### src/rtl/recirc_sorter_pkg.sv
package recirc_sorter_pkg;

    typedef enum logic [1:0] {
        ST_IDLE = 2'd0,
        ST_PASS = 2'd1,
        ST_DONE = 2'd2
    } sort_state_e;

endpackage

### src/rtl/cas_unit.sv
module cas_unit #(
    parameter int W = 8
) (
    input  logic [W-1:0] a_i,
    input  logic [W-1:0] b_i,
    output logic [W-1:0] lo_o,
    output logic [W-1:0] hi_o
);

    logic swap;

    always_comb begin
        swap = (a_i > b_i);
        lo_o = swap ? b_i : a_i;
        hi_o = swap ? a_i : b_i;
    end

endmodule

### src/rtl/merge_level.sv
module merge_level #(
    parameter int N   = 8,
    parameter int W   = 8,
    parameter int GRP = 8
) (
    input  logic [N*W-1:0] din_i,
    output logic [N*W-1:0] dout_o
);

    localparam int NGRP = N / GRP;
    localparam int HALF = GRP / 2;

    for (genvar g = 0; g < NGRP; g++) begin : g_grp
        for (genvar i = 0; i < HALF; i++) begin : g_pair
            localparam int LO = g * GRP + i;
            localparam int HI = g * GRP + GRP - 1 - i;
            cas_unit #(.W(W)) u_cas (
                .a_i  (din_i[LO*W +: W]),
                .b_i  (din_i[HI*W +: W]),
                .lo_o (dout_o[LO*W +: W]),
                .hi_o (dout_o[HI*W +: W])
            );
        end
    end

endmodule

### src/rtl/merge_block.sv
module merge_block #(
    parameter int N = 8,
    parameter int W = 8
) (
    input  logic [N*W-1:0] din_i,
    output logic [N*W-1:0] dout_o
);

    localparam int LVL = $clog2(N);

    logic [LVL:0][N*W-1:0] stage;

    assign stage[0] = din_i;

    for (genvar k = 0; k < LVL; k++) begin : g_lvl
        merge_level #(.N(N), .W(W), .GRP(N >> k)) u_lvl (
            .din_i  (stage[k]),
            .dout_o (stage[k+1])
        );
    end

    assign dout_o = stage[LVL];

endmodule

### src/rtl/pass_ctrl.sv
module pass_ctrl
    import recirc_sorter_pkg::*;
#(
    parameter int PASSES = 3
) (
    input  logic clk_i,
    input  logic rst_i,
    input  logic start_i,
    output logic load_o,
    output logic step_o,
    output logic last_o,
    output logic busy_o,
    output logic done_o
);

    localparam int CW = $clog2(PASSES) + 1;
    localparam logic [CW-1:0] LAST_CNT = CW'(PASSES - 1);

    sort_state_e state_q, state_d;
    logic [CW-1:0] cnt_q, cnt_d;

    always_comb begin
        state_d = state_q;
        cnt_d   = cnt_q;
        unique case (state_q)
            ST_IDLE: begin
                if (start_i) begin
                    state_d = ST_PASS;
                    cnt_d   = '0;
                end
            end
            ST_PASS: begin
                if (cnt_q == LAST_CNT) begin
                    state_d = ST_DONE;
                    cnt_d   = '0;
                end else begin
                    cnt_d = cnt_q + 1'b1;
                end
            end
            ST_DONE: begin
                if (start_i) begin
                    state_d = ST_PASS;
                    cnt_d   = '0;
                end
            end
            default: begin
                state_d = ST_IDLE;
                cnt_d   = '0;
            end
        endcase
    end

    always_ff @(posedge clk_i) begin
        if (rst_i) begin
            state_q <= ST_IDLE;
            cnt_q   <= '0;
        end else begin
            state_q <= state_d;
            cnt_q   <= cnt_d;
        end
    end

    always_comb begin
        load_o = 1'b0;
        step_o = 1'b0;
        last_o = 1'b0;
        busy_o = 1'b0;
        done_o = 1'b0;
        unique case (state_q)
            ST_IDLE: load_o = start_i;
            ST_PASS: begin
                step_o = 1'b1;
                busy_o = 1'b1;
                last_o = (cnt_q == LAST_CNT);
            end
            ST_DONE: begin
                load_o = start_i;
                done_o = 1'b1;
            end
            default: ;
        endcase
    end

    // busy and done exclusive
    assert_busy_done_excl_R9: assert property (@(posedge clk_i) disable iff (rst_i)
        !(busy_o && done_o));

    // counter never exceeds the pass budget
    assert_pass_bound_R3: assert property (@(posedge clk_i) disable iff (rst_i)
        busy_o |-> (cnt_q <= LAST_CNT));

    // final pass leads straight to done
    assert_last_to_done_R3: assert property (@(posedge clk_i) disable iff (rst_i)
        (busy_o && last_o) |=> (done_o && !busy_o));

    // a start during a pass does not disturb the count
    assert_ignore_start_R6: assert property (@(posedge clk_i) disable iff (rst_i)
        (busy_o && !last_o) |=> (busy_o && cnt_q == $past(cnt_q) + 1'b1));

    // done persists until a start arrives
    assert_done_hold_R9: assert property (@(posedge clk_i) disable iff (rst_i)
        (done_o && !start_i) |=> done_o);

    // start from done relaunches
    assert_relaunch_R8: assert property (@(posedge clk_i) disable iff (rst_i)
        (done_o && start_i) |=> (busy_o && !done_o));

endmodule

### src/rtl/recirc_sorter.sv
module recirc_sorter #(
    parameter int N = 8,
    parameter int W = 8
) (
    input  logic           clk_i,
    input  logic           rst_i,
    input  logic           start_i,
    input  logic [N*W-1:0] keys_i,
    output logic [N*W-1:0] keys_o,
    output logic           busy_o,
    output logic           done_o
);

    localparam int PASSES = $clog2(N);
    localparam int SW     = W + $clog2(N) + 1;

    logic load, step, last;
    logic [N*W-1:0] work_q;
    logic [N*W-1:0] merged;
    logic [N*W-1:0] out_q;

    pass_ctrl #(.PASSES(PASSES)) u_ctrl (
        .clk_i   (clk_i),
        .rst_i   (rst_i),
        .start_i (start_i),
        .load_o  (load),
        .step_o  (step),
        .last_o  (last),
        .busy_o  (busy_o),
        .done_o  (done_o)
    );

    merge_block #(.N(N), .W(W)) u_merge (
        .din_i  (work_q),
        .dout_o (merged)
    );

    always_ff @(posedge clk_i) begin
        if (rst_i) begin
            work_q <= '0;
            out_q  <= '0;
        end else begin
            if (load) begin
                work_q <= keys_i;
            end else if (step) begin
                work_q <= merged;
            end
            if (last) begin
                out_q <= merged;
            end
        end
    end

    assign keys_o = out_q;

    logic          out_sorted;
    logic [SW-1:0] sum_work, sum_merged;

    always_comb begin
        out_sorted = 1'b1;
        for (int j = 1; j < N; j++) begin
            if (out_q[(j-1)*W +: W] > out_q[j*W +: W]) out_sorted = 1'b0;
        end
    end

    always_comb begin
        sum_work   = '0;
        sum_merged = '0;
        for (int j = 0; j < N; j++) begin
            sum_work   = sum_work   + SW'(work_q[j*W +: W]);
            sum_merged = sum_merged + SW'(merged[j*W +: W]);
        end
    end

    // completed result is ascending
    assert_sorted_out_R4: assert property (@(posedge clk_i) disable iff (rst_i)
        done_o |-> out_sorted);

    // a pass conserves the key total
    assert_sum_kept_R5: assert property (@(posedge clk_i) disable iff (rst_i)
        busy_o |-> (sum_work == sum_merged));

    // outputs frozen except on the finishing pass
    assert_hold_out_R7: assert property (@(posedge clk_i) disable iff (rst_i)
        !(busy_o && last) |=> $stable(keys_o));

endmodule

### config.mk
export PLATFORM = sky130hd
export DESIGN_NAME = recirc_sorter
export DESIGN_NICKNAME = d
export VERILOG_FILES = /design/src/rtl/recirc_sorter_pkg.sv /design/src/rtl/cas_unit.sv /design/src/rtl/merge_level.sv /design/src/rtl/merge_block.sv /design/src/rtl/pass_ctrl.sv /design/src/rtl/recirc_sorter.sv
export SDC_FILE = /design/constraint.sdc
export NUM_CORES = 1
export LEC_CHECK = 0
export BUFFER_PORTS_ARGS = -buffer_cell sky130_fd_sc_hd__buf_2
export CORE_ASPECT_RATIO = 1.2
export CORE_MARGIN = 8
export CORE_UTILIZATION = 48
export CTS_CLUSTER_SIZE = 20
export DETAILED_ROUTE_END_ITERATION = 8
export GPL_ROUTABILITY_DRIVEN = 0
export PLACE_DENSITY = 0.72
export SLEW_MARGIN = 20
export SYNTH_ARGS = -nofsm -noshare
export SYNTH_HDL_FRONTEND = slang
export SYNTH_SLANG_ARGS = --single-unit
export TNS_END_PERCENT = 5
### constraint.sdc
create_clock -name clk_i -period 8.3 [get_ports clk_i]
set_clock_uncertainty 0.15 [all_clocks]
set_input_delay 0.83 -clock clk_i [delete_from_list [all_inputs] [get_ports clk_i]]
set_output_delay 0.83 -clock clk_i [all_outputs]
set_load 0.01 [all_outputs]
==> results.json, run 1 <==
{
  "synth_xor_area_share_pct": 0.3519,
  "crit_required_ns": 8.52,
  "drc": 0,
  "antenna_found_initial": 0,
  "synth_area_um2": 9955,
  "worst_pin_slew_ns": 1.062,
  "hold_violations": 0,
  "coreArea_um2": 20330,
  "cp_num_buf_inv": 3,
  "hold_class": "flop to flop",
  "max_stage_delay_ns": 0.81,
  "synth_mux_area_share_pct": 6.586,
  "slew_viol_final": 0,
  "synth_compound_area_share_pct": 31.57,
  "max-cap-violations": 0,
  "dieHeight_um": 173.8,
  "crit_fanout": 14,
  "wl_um": 36490,
  "synth_edf_count": 0,
  "cts_buffers": 17,
  "hpwlAfterDp_um": 27070,
  "grt_pass1_wl_um": 57090,
  "antenna_cells": 0,
  "synth_top_family_by_area": "compound AO/OA/AOI/OAI gates",
  "syn_avg_cell_area_um2": 7.838,
  "wl_per_cell_um": 22.08,
  "cts_num_sinks": 133,
  "synth_warnings": 0,
  "ctsLongestPathBuffers": 2,
  "fmax_ghz": 0.1290,
  "grt_pass1_vias": 10280,
  "io-pin-count": 133,
  "dr.pass1.iters": 5,
  "dominantRegCellSynth": "dfxtp_1",
  "grt_overflow": 0,
  "synth_fa_ha_area_share_pct": 11.16,
  "fillers": 1939,
  "ys_ff_latch": 133,
  "drt-initial-drc-count": 1100,
  "min_period_ns": 7.753,
  "drtAntennaViolNets": 0,
  "dieArea_um2": 25620,
  "rows": 57,
  "holdBufCountCts": 0,
  "finalNetCount": 1530,
  "cts_tree": "built",
  "start_util_pct": 48.98,
  "final_cell_mix": "162 x nor2_1, 133 x dfxtp_1, 131 x buf_2",
  "slew_headroom_pct": 28.47,
  "synthSimpleGateAreaFrac_pct": 17.32,
  "avgViaCountPerCell": 6.465,
  "criticalPathCategory": "flop to flop",
  "grt_max_degree": 95,
  "start_kind": "flop",
  "drive_above_1_share_pct": 15.42,
  "io_buffers": 132,
  "area_growth_pct": 15.35,
  "seq_area_frac_synth_pct": 26.75,
  "period_share_pct": 93.41,
  "cts_root_buffer": "clkbuf_16",
  "htreeDepth": 4,
  "syn_nets": 1425,
  "layout_commonest_cell": "nor2_1",
  "cts.reportedPaths.clkPinSlew_ns": 0.06,
  "drt-met1-wl_um": 14900,
  "cp-end-kind": "flop",
  "cp_top_family": "compound AO/OA/AOI/OAI gates",
  "ys_types": 70,
  "finalSetupTns_ns": 0,
  "status": "complete, no violations",
  "clock_latency_ns": 0.44,
  "dr_wl_met2_um": 16750,
  "maxUsedRoutingLayer": "met4",
  "setup_viol": 0,
  "path_common_cell": "ha_1",
  "synth-async-reset-ratio_pct": 0,
  "grt_setup_unrepaired": "false",
  "met3_length_um": 3058,
  "die_w_um": 147.5,
  "arrival_ns": 7.97,
  "grt_util_all_layers_pct": 27.85,
  "synthCells": 1270,
  "crit_slowest_cell": "nor2_1",
  "num_vias": 10690
}
-- metal layers --
metal | vias up | GRT usage [%]
met5 | - | 0
met4 | 0 | 15.84
met3 | 101 | 5.328
met2 | 572 | 43.80
met1 | 5061 | 34.92
li1 | 4953 | -
-- worst paths after layout --
| kind | from | end | slack, ns | cells after the start |
|---|---|---|---|---|
| max | work_q[33] | work_q[61] | 0.55 | 27 |
| min | keys_o[17] | keys_o[17] | 0.31 | 2 |
| max reg2reg | work_q[33] | work_q[61] | 0.55 | 27 |
| min reg2reg | keys_o[17] | keys_o[17] | 0.31 | 2 |
-- worst reg2reg max path, stage by stage (launching register included) --
cell,delay [ns]
dfxtp_1,0.43
inv_1,0.07
ha_1,0.29
nor2b_1,0.14
o211a_1,0.27
or4_4,0.55
or2b_1,0.45
mux2i_1,0.43
inv_1,0.09
ha_1,0.31
and4_1,0.24
a21oi_1,0.16
nand2_1,0.07
a41oi_1,0.48
o41ai_1,0.20
a21oi_2,0.24
buf_4,0.27
mux2i_1,0.57
ha_1,0.26
nor2b_1,0.05
o21a_1,0.15
o21ai_0,0.15
nand2b_1,0.07
a21oi_1,0.13
o21ai_0,0.11
o21a_1,0.21
nor2_1,0.81
a221o_1,0.32
-- through the flow --
step	util, %	area, µm²	instances	hold slack (ns)	setup slack, ns
3_5_place_dp	53.37	10850	1621	0.2988	0.7190
2_1_floorplan	-	9955	1270	0.3226	1.615
5_1_grt	56.49	11480	1653	0.3471	0.1394
3_3_place_gp	53.37	10850	1621	0.2997	0.8665
6_report	56.49	11480	1653	0.3090	0.5469
4_1_cts	56.47	11480	1653	0.3081	0.6950
-- logic make-up after synthesis --
kind of cell             count (synthesis)
AO/OA/AOI/OAI                          453
XOR/XNOR                                 4
adder cells (fa/ha/maj)                 89
buffers and inverters                  161
flip-flops                             133
multiplexers                            63
AND/OR/NAND/NOR                        367
-- cell usage after synthesis (5+ instances only) --
library cell  number  area [µm²]
o21a_1             9       67.56
a21o_1            13       97.59
o211ai_1          13       97.59
a21oi_1           91       455.4
a211oi_1          37       277.8
nor4b_1            5       43.79
nand2_1           56       210.2
mux2i_1           51       510.5
and2_1             8       50.05
o21ai_0           62       310.3
a2111oi_0          8       70.07
nor3_1            20       100.1
o221ai_1          19       166.4
nand4_1           20       125.1
dfxtp_1          133        2663
inv_1             98       367.9
nand3_1           28       140.1
nand2b_1          11       68.82
a31oi_1            9       56.30
o21ai_1           10       50.05
and3_1             5       31.28
nor2_1           166       623.1
ha_1              88        1101
a221o_1           14       140.1
a32oi_1            5       43.79
clkbuf_1          57       214.0
mux2_2             8       90.09
or3_1              5       31.28
a22oi_1           66       495.5
o21bai_1          37       277.8
o22ai_1            9       56.30
a221oi_1          13       113.9
a211o_1           10       87.58
nor2b_1           20       125.1
or2_2              7       43.79
-- state kept, by name, indices dropped and copies added, names as in the netlist --
register / count
keys_o: 64
work_q: 64
u_ctrl.cnt_q: 3
u_ctrl.state_q: 2
-- what timing repair did --
| action | in CTS | in global routing |
|---|---|---|
| setup endpoints to repair | 0 | 1 |
| buffers inserted | 0 | 0 |
| resized for setup | 0 | 1 |
-- layout make-up --
cell class | count | area, µm² | share of cell area [%]
Clock inverter | 14 | 200.2 | 1.743
Tap cell | 265 | 331.6 | 2.888
Inverter | 99 | 371.6 | 3.236
Timing Repair Buffer | 148 | 783.3 | 6.821
Sequential cell | 133 | 2663 | 23.19
Clock buffer | 18 | 429.2 | 3.738
Multi-Input combinational cell | 976 | 6704 | 58.38
Power of run 1 is not shown: default switching activity piles up to over one toggle a cycle in this logic, so the estimate is an artifact.
==> run 2, diff against run 1 <==
--- a/config.mk
+++ b/config.mk
@@ -12,7 +12,7 @@
 export CTS_CLUSTER_SIZE = 20
 export DETAILED_ROUTE_END_ITERATION = 8
 export GPL_ROUTABILITY_DRIVEN = 0
-export PLACE_DENSITY = 0.72
+export PLACE_DENSITY = 0.79
 export SLEW_MARGIN = 20
 export SYNTH_ARGS = -nofsm -noshare
 export SYNTH_HDL_FRONTEND = slang
==> constraint.sdc (replaced) <==
create_clock -name clk_i -period 7.3 [get_ports clk_i]
set_clock_uncertainty 0.15 [all_clocks]
set_input_delay 0.73 -clock clk_i [delete_from_list [all_inputs] [get_ports clk_i]]
set_output_delay 0.73 -clock clk_i [all_outputs]
set_load 0.01 [all_outputs]
==> run 2 against run 1 <==
Global-route usage decreased by 0.82 points. Utilization increased by 0.73 points. Setup slack got worse by 0.23 ns. Non-clock buffer count increased by 20. Count of clock-buffer cells in the layout increased by 3. Sequential share of layout area decreased by 0.29 points. Final area increased by 1.3%. Routed wire length decreased by 2.4%. Critical endpoint is now work_q[2]. Highest routed layer unchanged.
==> results.json, run 2 (synthesis results as in run 1) <==
{
  "grt_overflow": 0,
  "drt-met1-wl_um": 13410,
  "worst_pin_slew_ns": 1.185,
  "placed_cell_area_um2": 10990,
  "reg2reg_depth": 24,
  "ctsLongestPathBuffers": 2,
  "setup_viol": 0,
  "drive_above_1_share_pct": 17.26,
  "htreeDepth": 4,
  "crit_path_start": "work_q[37]",
  "start_util_pct": 48.98,
  "status": "complete, no violations",
  "min_period_ns": 6.986,
  "fin_hold_ws_ns": 0.3114,
  "cts_tree": "built",
  "area_growth_pct": 16.83,
  "finalSetupTns_ns": 0,
  "grt_util_all_layers_pct": 27.03,
  "setup_slack_ns": 0.3141,
  "wl_um": 35610,
  "drtAntennaViolNets": 0,
  "crit_required_ns": 7.50,
  "final_cell_mix": "158 x nor2_1, 133 x dfxtp_1, 131 x buf_2",
  "io_buffers": 132,
  "dp_slack_ns": 0.2514,
  "antenna_cells": 0,
  "stdcell_area_um2": 11630,
  "maxUsedRoutingLayer": "met4",
  "hold_violations": 0,
  "met3_length_um": 3278,
  "arrival_ns": 7.19,
  "cp-end-kind": "flop",
  "grt_pass1_wl_um": 55810,
  "dr.pass1.iters": 6,
  "wl_per_cell_um": 21.28,
  "finalNetCount": 1550,
  "dieHeight_um": 173.8,
  "hpwlAfterDp_um": 26690,
  "timing.rr.start": "work_q[37]",
  "cts_buffers": 17,
  "hold-path-cell-count": 2,
  "crit_slowest_cell": "mux2i_1",
  "num_vias": 10850,
  "hp-start": "keys_o[25]",
  "max-cap-violations": 0,
  "grt_max_degree": 71,
  "drt-initial-drc-count": 1172,
  "fmax_ghz": 0.1431,
  "dr_wl_met2_um": 16280,
  "antenna_found_initial": 0,
  "start_kind": "flop",
  "slew_viol_final": 0,
  "max_stage_delay_ns": 0.61,
  "criticalPathCategory": "flop to flop",
  "clock_latency_ns": 0.44,
  "worstPathCellList": "inv_1 > ha_1 > nand4_1 > o211a_1 > or2_2 > or2b_2 > buf_4 > a21oi_1 > ha_1 > a21o_1 > a21o_1 > a221oi_1 > o41a_1 > a21bo_2 > a22oi_2 > buf_4 > mux2i_1 > ha_1 > a21oi_1 > o21ai_0 > and2_2 > nor2_1 > a21oi_1 > o21ai_0",
  "grt_pass1_vias": 10490,
  "slew_headroom_pct": 20.74,
  "dieArea_um2": 25620,
  "holdBufCountCts": 0,
  "cp.depth": 24,
  "layout_commonest_cell": "nor2_1",
  "cts.reportedPaths.clkPinSlew_ns": 0.06,
  "cp_num_buf_inv": 3,
  "cp_top_family": "compound AO/OA/AOI/OAI gates",
  "coreArea_um2": 20330,
  "crit_fanout": 12,
  "io-pin-count": 133,
  "avgViaCountPerCell": 6.484,
  "rows": 57,
  "period_share_pct": 95.70,
  "cts_root_buffer": "clkbuf_16",
  "hold_class": "flop to flop",
  "cts_num_sinks": 133,
  "die_w_um": 147.5,
  "drc": 0
}
run 2: worst register-to-register path, cell delays in order, from the launching register on:
cell	delay, ns
dfxtp_1	0.36
inv_1	0.07
ha_1	0.32
nand4_1	0.27
o211a_1	0.28
or2_2	0.32
or2b_2	0.43
buf_4	0.21
a21oi_1	0.28
ha_1	0.30
a21o_1	0.18
a21o_1	0.17
a221oi_1	0.28
o41a_1	0.26
a21bo_2	0.25
a22oi_2	0.35
buf_4	0.28
mux2i_1	0.61
ha_1	0.37
a21oi_1	0.13
o21ai_0	0.11
and2_2	0.28
nor2_1	0.39
a21oi_1	0.15
o21ai_0	0.10
run 2: per-layer routing:
layer | global-route usage (%) | vias up
li1 | - | 5008
met1 | 31.47 | 5035
met2 | 42.99 | 632
met3 | 5.772 | 173
met4 | 19.92 | 0
met5 | 0 | -
run 2: through the flow:
step	util, %	instances
global route	57.22	1673
floorplan	-	1270
CTS	56.92	1672
global placement	54.07	1640
finish	57.22	1673
detailed placement	54.07	1640
run 2: path summary, 6_finish.rpt:
check / endpoint / slack [ns]
worst min register to register: keys_o[25] / 0.31
worst min-delay path: keys_o[25] / 0.31
worst max register to register: work_q[2] / 0.31
worst max-delay path: work_q[2] / 0.31
run 2: area by class of cell:
cell class	count	area, µm²
well taps	265	331.6
inverters	99	371.6
flip-flops and latches	133	2663
fillers	1873	8696
repair buffers	168	933.4
clock buffers	21	450.4
clock inverters	11	127.6
multi-input cells	976	6753
run 2: what timing repair did:
action / CTS / global route
buffers inserted: 0 / 1
endpoints found under the hold margin: 0 / 0
endpoints found under the setup margin: 0 / 98
resized for setup: 0 / 16
Power of run 2 is left out for the same reason.
